`src/rtl/fcmp_pkg.sv`:
```
package fcmp_pkg;
  typedef enum logic [2:0] {
    CLS_ZERO, CLS_FINITE, CLS_INF, CLS_QNAN, CLS_SNAN, CLS_BAD
  } fp_cls_e;

  typedef enum logic [1:0] {REL_GT, REL_LT, REL_EQ} rel_e;

  localparam logic [7:0] OPC_DD = 8'hDD;
  localparam logic [7:0] OPC_DA = 8'hDA;
  localparam logic [7:0] OPC_PP = 8'hE9;
endpackage

```
`src/rtl/fcmp_classify.sv`:
```
module fcmp_classify
  import fcmp_pkg::*;
#(
  parameter int EXP_W = 15,
  parameter int MAN_W = 64,
  localparam int W = 1 + EXP_W + MAN_W
) (
  input  logic [W-1:0] val_i,
  output fp_cls_e      cls_o
);
  logic [EXP_W-1:0] exp_w;
  logic [MAN_W-1:0] man_w;

  assign exp_w = val_i[W-2 -: EXP_W];
  assign man_w = val_i[MAN_W-1:0];

  always_comb begin
    if (&exp_w) begin
      if (!man_w[MAN_W-1])               cls_o = CLS_BAD;  // pseudo-inf / pseudo-NaN
      else if (man_w[MAN_W-2:0] == '0)   cls_o = CLS_INF;
      else if (man_w[MAN_W-2])           cls_o = CLS_QNAN;
      else                               cls_o = CLS_SNAN;
    end else if (exp_w != '0) begin
      cls_o = man_w[MAN_W-1] ? CLS_FINITE : CLS_BAD;     // unnormal
    end else begin
      cls_o = (man_w == '0) ? CLS_ZERO : CLS_FINITE;     // denormals ordered
    end
  end
endmodule

```
`src/rtl/fcmp_order.sv`:
```
module fcmp_order
  import fcmp_pkg::*;
#(
  parameter int W = 80
) (
  input  logic [W-1:0] a_i,
  input  logic [W-1:0] b_i,
  output rel_e         rel_o
);
  logic [W-2:0] key_a, key_b;
  logic         sa, sb, mag_gt;

  assign key_a  = a_i[W-2:0];
  assign key_b  = b_i[W-2:0];
  assign sa     = a_i[W-1];
  assign sb     = b_i[W-1];
  assign mag_gt = key_a > key_b;

  always_comb begin
    if (key_a == '0 && key_b == '0) rel_o = REL_EQ;
    else if (sa != sb)              rel_o = sa ? REL_LT : REL_GT;
    else if (key_a == key_b)        rel_o = REL_EQ;
    else                            rel_o = (mag_gt ^ sa) ? REL_GT : REL_LT;
  end
endmodule

```
`src/rtl/fcmp_decode.sv`:
```
module fcmp_decode
  import fcmp_pkg::*;
(
  input  logic [7:0] op0_i,
  input  logic [7:0] op1_i,
  output logic       accept_o,
  output logic [1:0] pop_o
);
  always_comb begin
    accept_o = 1'b0;
    pop_o    = 2'd0;
    if (op0_i == OPC_DD && op1_i[7:4] == 4'hE) begin
      accept_o = 1'b1;
      pop_o    = op1_i[3] ? 2'd1 : 2'd0;
    end else if (op0_i == OPC_DA && op1_i == OPC_PP) begin
      accept_o = 1'b1;
      pop_o    = 2'd2;
    end
  end
endmodule

```
`src/rtl/fcmp_unord.sv`:
```
module fcmp_unord
  import fcmp_pkg::*;
#(
  parameter int EXP_W = 15,
  parameter int MAN_W = 64,
  localparam int W = 1 + EXP_W + MAN_W
) (
  input  logic         clk_i,
  input  logic         rst_ni,
  input  logic         valid_i,
  input  logic [W-1:0] st_top_i,
  input  logic [W-1:0] src_i,
  input  logic [7:0]   op0_i,
  input  logic [7:0]   op1_i,
  input  logic         inv_mask_i,
  output logic         valid_o,
  output logic         c3_o,
  output logic         c2_o,
  output logic         c1_o,
  output logic         c0_o,
  output logic         cc_upd_o,
  output logic         invalid_o,
  output logic [1:0]   pop_cnt_o
);
  fp_cls_e    cls [2];
  logic [W-1:0] opnd [2];
  rel_e       rel;
  logic       accept, fire, any_q, any_bad, upd;
  logic [1:0] pop;
  logic [2:0] cc_nxt;

  assign opnd[0] = st_top_i;
  assign opnd[1] = src_i;

  for (genvar g = 0; g < 2; g++) begin : g_cls
    fcmp_classify #(.EXP_W(EXP_W), .MAN_W(MAN_W)) i_cls (
      .val_i(opnd[g]),
      .cls_o(cls[g])
    );
  end

  fcmp_order #(.W(W)) i_order (
    .a_i  (st_top_i),
    .b_i  (src_i),
    .rel_o(rel)
  );

  fcmp_decode i_dec (
    .op0_i   (op0_i),
    .op1_i   (op1_i),
    .accept_o(accept),
    .pop_o   (pop)
  );

  assign any_q   = cls[0] == CLS_QNAN || cls[1] == CLS_QNAN;
  assign any_bad = cls[0] inside {CLS_SNAN, CLS_BAD} || cls[1] inside {CLS_SNAN, CLS_BAD};
  assign upd     = !any_bad || inv_mask_i;
  assign fire    = valid_i && accept;

  always_comb begin
    if (any_bad || any_q) cc_nxt = 3'b111;
    else begin
      case (rel)
        REL_GT:  cc_nxt = 3'b000;
        REL_LT:  cc_nxt = 3'b001;
        default: cc_nxt = 3'b100;
      endcase
    end
  end

  always_ff @(posedge clk_i or negedge rst_ni) begin
    if (!rst_ni) begin
      valid_o   <= 1'b0;
      c3_o      <= 1'b0;
      c2_o      <= 1'b0;
      c1_o      <= 1'b0;
      c0_o      <= 1'b0;
      cc_upd_o  <= 1'b0;
      invalid_o <= 1'b0;
      pop_cnt_o <= 2'd0;
    end else begin
      valid_o <= fire;
      if (fire) begin
        cc_upd_o  <= upd;
        invalid_o <= any_bad;
        pop_cnt_o <= pop;
        if (upd) begin
          {c3_o, c2_o, c0_o} <= cc_nxt;
          c1_o               <= 1'b0;
        end
      end
    end
  end
endmodule

```
`config.mk`:
```
export PLATFORM = sky130hd
export DESIGN_NAME = fcmp_unord
export DESIGN_NICKNAME = d
export VERILOG_FILES = /design/src/rtl/fcmp_pkg.sv /design/src/rtl/fcmp_classify.sv /design/src/rtl/fcmp_order.sv /design/src/rtl/fcmp_decode.sv /design/src/rtl/fcmp_unord.sv
export SDC_FILE = /design/constraint.sdc
export NUM_CORES = 1
export LEC_CHECK = 0
export CAP_MARGIN = 20
export CORE_MARGIN = 2
export CORE_UTILIZATION = 38
export CTS_CLUSTER_DIAMETER = 150
export DETAILED_ROUTE_END_ITERATION = 6
export GPL_ROUTABILITY_DRIVEN = 0
export PLACE_DENSITY = 0.84
export SETUP_SLACK_MARGIN = 0.4
export SYNTH_ARGS = -nofsm -noshare
export SYNTH_HDL_FRONTEND = slang
export SYNTH_SLANG_ARGS = --single-unit
```
`constraint.sdc`:
```
create_clock -name clk_i -period 0.9 [get_ports clk_i]
set_clock_uncertainty 0.05 [all_clocks]
set_input_delay 0.225 -clock clk_i [delete_from_list [all_inputs] [get_ports clk_i]]
set_output_delay 0.225 -clock clk_i [all_outputs]
set_load 0.03 [all_outputs]
```
== Yosys cells after proc, flatten, opt, wreduce, memory -nomap -nowiden ==
Cells that the tools add are included.

* Input bits: 180
* Logic and storage cells: 71
* Register bits after elaboration: 8

* Reduce and logical (&&, ||, !) cells: 23
* Multiplexer cells: 26
* Equal/unequal tests: 13
* Bitwise logic cells: 1
* Magnitude comparators: 1

{| class="wikitable"
|+ Operators with widths
! cell !! number
|-
| 79-bit zero test || 2
|-
| 64-bit zero test || 2
|-
| 63-bit zero test || 2
|-
| 79-bit == test || 1
|-
| 79-bit > comparator || 1
|-
| 3-bit two-way mux || 13
|-
| 15-bit AND reduction || 2
|-
| 15-bit nonzero test || 2
|-
| 8-bit == test, second input constant || 3
|-
| 3-bit == test, second input constant || 4
|-
| 2-bit two-way mux || 5
|-
| 1-bit two-way mux || 7
|-
| 3-bit by 2-bit == test with 1-bit output, second input constant || 2
|-
| 3-bit one-hot mux with 2 select lines || 1
|-
| 4-bit == test, second input constant || 1
|-
| 1-bit logical AND || 4
|-
| 1-bit logical OR || 4
|-
| 2-bit nonzero test || 2
|-
| 2-bit by 1-bit == test with 1-bit output, second input constant || 1
|-
| 2-bit zero test || 1
|-
| 2-bit AND reduction || 1
|-
| 1-bit zero test || 1
|-
| 1-bit != test || 1
|-
| 1-bit bitwise XOR || 1
|}

== Depth between registers and ports, before layout ==
* Depth in word-level cells: 10
* Gate-level depth with buffers: 9
* Gate-level depth less buffers: 9

== Modules after synthesis ==
Synthesis repeated with hierarchy kept, for this count alone.

* Cell total of the unflattened synthesis: 461
* Area, all modules: 3347.0 um2

{| class="wikitable"
|+ Modules (own cells, without submodules)
! module !! area an instance (um2) !! times used !! cells an instance !! sequential area each (um2)
|-
| fcmp_order || 2401.1 || 1 || 348 || 0.0
|-
| fcmp_classify || 257.7 || 2 || 37 || 0.0
|-
| fcmp_unord || 355.3 || 1 || 28 || 200.2
|-
| fcmp_decode || 75.1 || 1 || 11 || 0.0
|}

== Least setup slack after synthesis ==
Ideal clock, no wire load.

* Path kind: in2reg
* Start point: input src_i[50]
* End point: register c3_o
* Buffers on the path: 0
* Setup slack: -1213 ps
* Required time: 725 ps
* Stages: 7
* Data arrival time: 1938 ps
* Library setup time: 125 ps
* Cell sequence: nor4_1 -> nand4_1 -> nor4_2 -> o221ai_2 -> a311o_1 -> a211o_1 -> mux2_4

* Word-level cells in the longest chain between the ends: 10
* Elaborated cells between the ends (all ways): 30
* Classes of those cells: order compare (1); eq/ne (5); mux (11); bitwise (1); reduce/logical (12)

{| class="wikitable"
|+ RTL lines
! what !! line !! source
|-
| start, declared || fcmp_unord.sv:12 || <nowiki>input logic [W-1:0] src_i,</nowiki>
|-
| branches (longest 10 deep; another with 79-bit > comparator) || n/a ||
|-
| end signal, assigned || fcmp_unord.sv:88 || <nowiki>{c3_o, c2_o, c0_o} <= cc_nxt;</nowiki>
|-
| end, declared || fcmp_unord.sv:17 || <nowiki>output logic c3_o,</nowiki>
|}

Parallel ways; which one is timed is not known.
A chain may end at the register's enable or synchronous reset.

== Final worst setup path ==
* Start point: input st_top_i[61]
* End point: register c3_o

* Word-level cells in the longest chain between the ends: 10
* Elaborated cells between the ends (all ways): 30
* Classes of those cells: order compare (1); eq/ne (5); mux (11); bitwise (1); reduce/logical (12)

{| class="wikitable"
|+ RTL lines
! what !! line !! source
|-
| start, declared || fcmp_unord.sv:11 || <nowiki>input logic [W-1:0] st_top_i,</nowiki>
|-
| branches (longest 10 deep; another with 79-bit > comparator) || n/a ||
|}

Parallel ways; which one is timed is not known.

==> run summary <==
The worst IR drop on VDD is 0.0003757 V. Timing analysis after detailed placement gives a worst setup slack of -2.057 ns. The checks that failed: setup timing. The count of placed standard cells including taps came out at 781. The final design area excluding fillers is 6533 µm².

By instance count, the cell type seen most on the critical path is sky130_fd_sc_hd__nor4_4. The clock sink count came out at 8. The net count of the finished layout is 974. The routed via count came out at 4943. The area added between synthesis and finish is 125.0%.

The number of distinct library cells after synthesis came out at 44. The critical path goes through clkdlybuf4s15_2 -> nor4_4 -> nand4_1 -> nor4_4 -> o221ai_2 -> a311o_1 -> a211o_1 -> mux2_4. The number of storage elements in the synthesis netlist is 8. The critical path's slowest cell is sky130_fd_sc_hd__nor4_4. The final hold violation count is 0. The HPWL after detailed placement came out at 11480 µm. For this run, the detailed router's first-pass iteration total came to 5.

The count of hold-fix buffers inserted at cts came out at 0. The net count of the mapped netlist came out at 656. The buffer levels on the longest clock path is 2. The simple logic cell fraction of the synthesized area is 30.43%.

The die extent in x came out at 91.40 µm. The commonest cells after synthesis are sky130_fd_sc_hd__inv_1 (85), sky130_fd_sc_hd__ha_1 (79), sky130_fd_sc_hd__nor4_1 (39), sky130_fd_sc_hd__a21oi_1 (33), sky130_fd_sc_hd__nand4_1 (29). The vertical die dimension came out at 91.40 µm. Setup repair after global routing could not meet its margin everywhere.

The maximum cell stage delay along the critical path is 0.35 ns. The core utilization of the finished layout is 89.11%. The via count of the first global-routing pass was 5321. The post-layout worst setup margin came out at -1.360 ns.

The number of port buffers is 187. The first-pass GRT wire length is 24850 µm. The sequential area share after synthesis came out at 6.897%. By area the synthesized netlist is led by sky130_fd_sc_hd__ha_1 (34%), sky130_fd_sc_hd__inv_1 (11%), sky130_fd_sc_hd__nor4_1 (8.4%).

Fill cells in the final layout number 346. The post-detailed-routing wire length is 17170 µm. Of the cells placed in the final design, the portion with a size suffix greater than 1 is 54.20%. The critical path data arrival time is 2.33 ns. The main combinational cell family by area after synthesis is adder cells.

The post-synthesis instance area came out at 2903 µm². The multiplexer share of the synthesized area came out at 1.293%. The routed wirelength normalized by instance count came out at 21.12 µm.

The number of buffers created by CTS is 3. The post-detailed-route via-to-cell ratio is 6.080. TritonCTS built the clock tree. After detailed routing, the number of remaining DRC violations is 0. The number of max-cap violations is 0. Of the post-synthesis cell area, the dominant cell type holds 34.05%. Setup violations remaining at the end of the flow were counted as 16.

The area share of xor/xnor cells in the synthesized design came out at 0%. The classification of the worst-slack hold path is in2async. The area of the die came out at 8354 µm². For this run, the number of Yosys warnings is 0. The global-route total usage across every layer is 36.78%. The clock-pin slew on the worst setup and hold paths came out at 0.05 ns. The flow ran to the end, but the final reports show violations.

The compound-gate portion of the synthesized area is 15.95%. The most common cell in the synthesized netlist is sky130_fd_sc_hd__inv_1. The final count of pins violating max slew came to 0.

The async set-reset flop share out of synthesis came out at 100.0%. The synthesized netlist devotes 34.05% of its cell area to adder and majority cells. The leftover overflow at the end of global routing came out at 0. The number of standard cells in the layout, taps in and fillers out is 813.

The maximum fanout along the worst path came out at 2. The critical path is of the in2reg type. STA classifies the critical path startpoint as an input port. The root buffer selected by CTS is sky130_fd_sc_hd__clkbuf_8. The source-to-sink clock delay at the later pin of the worst-skew pair came out at 0.24 ns. The initial antenna violation count was 0.

The leakage power total came out at 3.168 nW. The core box area is 7331 µm². The final critical path takes up 251.2% of the cycle. The count of flip-flops with a built-in enable after synthesis is 0. Dividing the synthesized area by the synthesized cell count gives 7.312 µm². The floorplan has 31 rows. The effective utilization at floorplan came out at 39.60%. For the finished layout, the period the worst path requires is 2.260 ns. Summing all placed instances gives a cell area of 5832 µm².

The cell accounting for the most synthesized area is sky130_fd_sc_hd__ha_1. After the first detailed-routing iteration, the DRC count stood at 239. Among all flip-flop cells after synthesis, the most frequent one is sky130_fd_sc_hd__dfrtp_1.

The number of cells on the worst reg-to-reg path came out at 3. The antenna diode instance count is 0. The total I/O pin count came out at 189. The remaining antenna violation count after routing is 0.

For the worst setup path, the data required time is 0.97 ns. Derived from the worst setup path, the maximum achievable clock frequency is 0.4424 GHz. In this run the number of H-tree levels came out at 1. STA classifies the critical path endpoint as a register.

The power density over the cells came out at 534.9 nW/µm². The synthesized instance count is 397. Entering global routing, the biggest net connects 9 pins.
[cells in the final DEF (no fill, tap or decap), types with 27 or more instances in the layout]
master | Yosys | final
sky130_fd_sc_hd__ha_4 | 0 | 34
sky130_fd_sc_hd__buf_4 | 1 | 110
sky130_fd_sc_hd__dlygate4sd2_1 | 0 | 42
sky130_fd_sc_hd__inv_2 | 0 | 27
sky130_fd_sc_hd__buf_6 | 0 | 43
sky130_fd_sc_hd__ha_1 | 79 | 45
sky130_fd_sc_hd__buf_2 | 0 | 65
sky130_fd_sc_hd__nand4_1 | 29 | 29
sky130_fd_sc_hd__a21oi_1 | 33 | 30
sky130_fd_sc_hd__inv_1 | 85 | 55
[path summary, 6_finish.rpt]
| check | end | startpoint | slack, ns |
|---|---|---|---|
| max | c3_o$_DFFE_PN0P_ | st_top_i[61] | -1.36 |
| min | invalid_o$_DFFE_PN0P_ | rst_ni | 0.26 |
| max reg2reg | c0_o$_DFFE_PN0P_ | c0_o$_DFFE_PN0P_ | -0.18 |
| min reg2reg | invalid_o$_DFFE_PN0P_ | invalid_o$_DFFE_PN0P_ | 0.51 |
| max in group asynchronous | cc_upd_o$_DFFE_PN0P_ | rst_ni | 0.43 |
| min in group clk_i | pop_cnt_o[0]$_DFFE_PN0P_ | op0_i[2] | 0.37 |
[cell families after synthesis]
kind of cell / after synthesis
buf+inv: 86
flops: 8
other cells: 1
fa+ha+maj: 79
mux: 3
compound gates: 74
simple gates: 146
[worst max-delay path: cells and delay by family]
family          cells  cell delay, ns
simple gates        3            0.86
buf+inv             1            0.27
mux                 1            0.26
compound gates      3            0.73
[stage by stage]
step                      power [mW]  TNS [ns]  hold slack (ns)
final                          3.494    -8.957           0.2582
after global routing           3.687    -9.508           0.2715
after CTS                      3.213    -8.160           0.2647
after detailed placement       2.670    -12.56           0.4528
after global placement         2.548    -12.77           0.4276
after floorplan                1.122    -6.173          -0.1206
[where the power goes]
group | internal, mW | switching, mW | total, mW
clock network | 0.310 | 0.171 | 0.481
registers | 0.362 | 0.00117 | 0.363
logic | 1.37 | 1.28 | 2.65
[final cells by class]
type                    instances  area (µm²)  area share [%]
clock buffers                   4       45.04          0.6895
repair buffers                314        2517           38.54
well taps                      99       123.9           1.896
flip-flops and latches          8       209.0           3.199
multi-input cells             303        3296           50.45
inverters                      85       341.6           5.229
[routing by layer]
layer | share of wire (%) | GRT usage (%)
met5 | 0 | 0
met4 | 8.4 | 22.85
met3 | 7.5 | 5.809
met2 | 52 | 71.02
met1 | 33 | 35.88
[sequential cells by signal, indices dropped and copies added (netlist names)]
register   count
valid_o        1
c3_o           1
invalid_o      1
c2_o           1
c0_o           1
pop_cnt_o      2
cc_upd_o       1
[what timing repair did]
item | in CTS | in global routing
pin swaps | 98 | 33
endpoints found under the setup margin | 16 | 16
resized for setup | 613 | 50
setup buffers | 22 | 6
No activity file was read; power rests on OpenSTA's default activity.
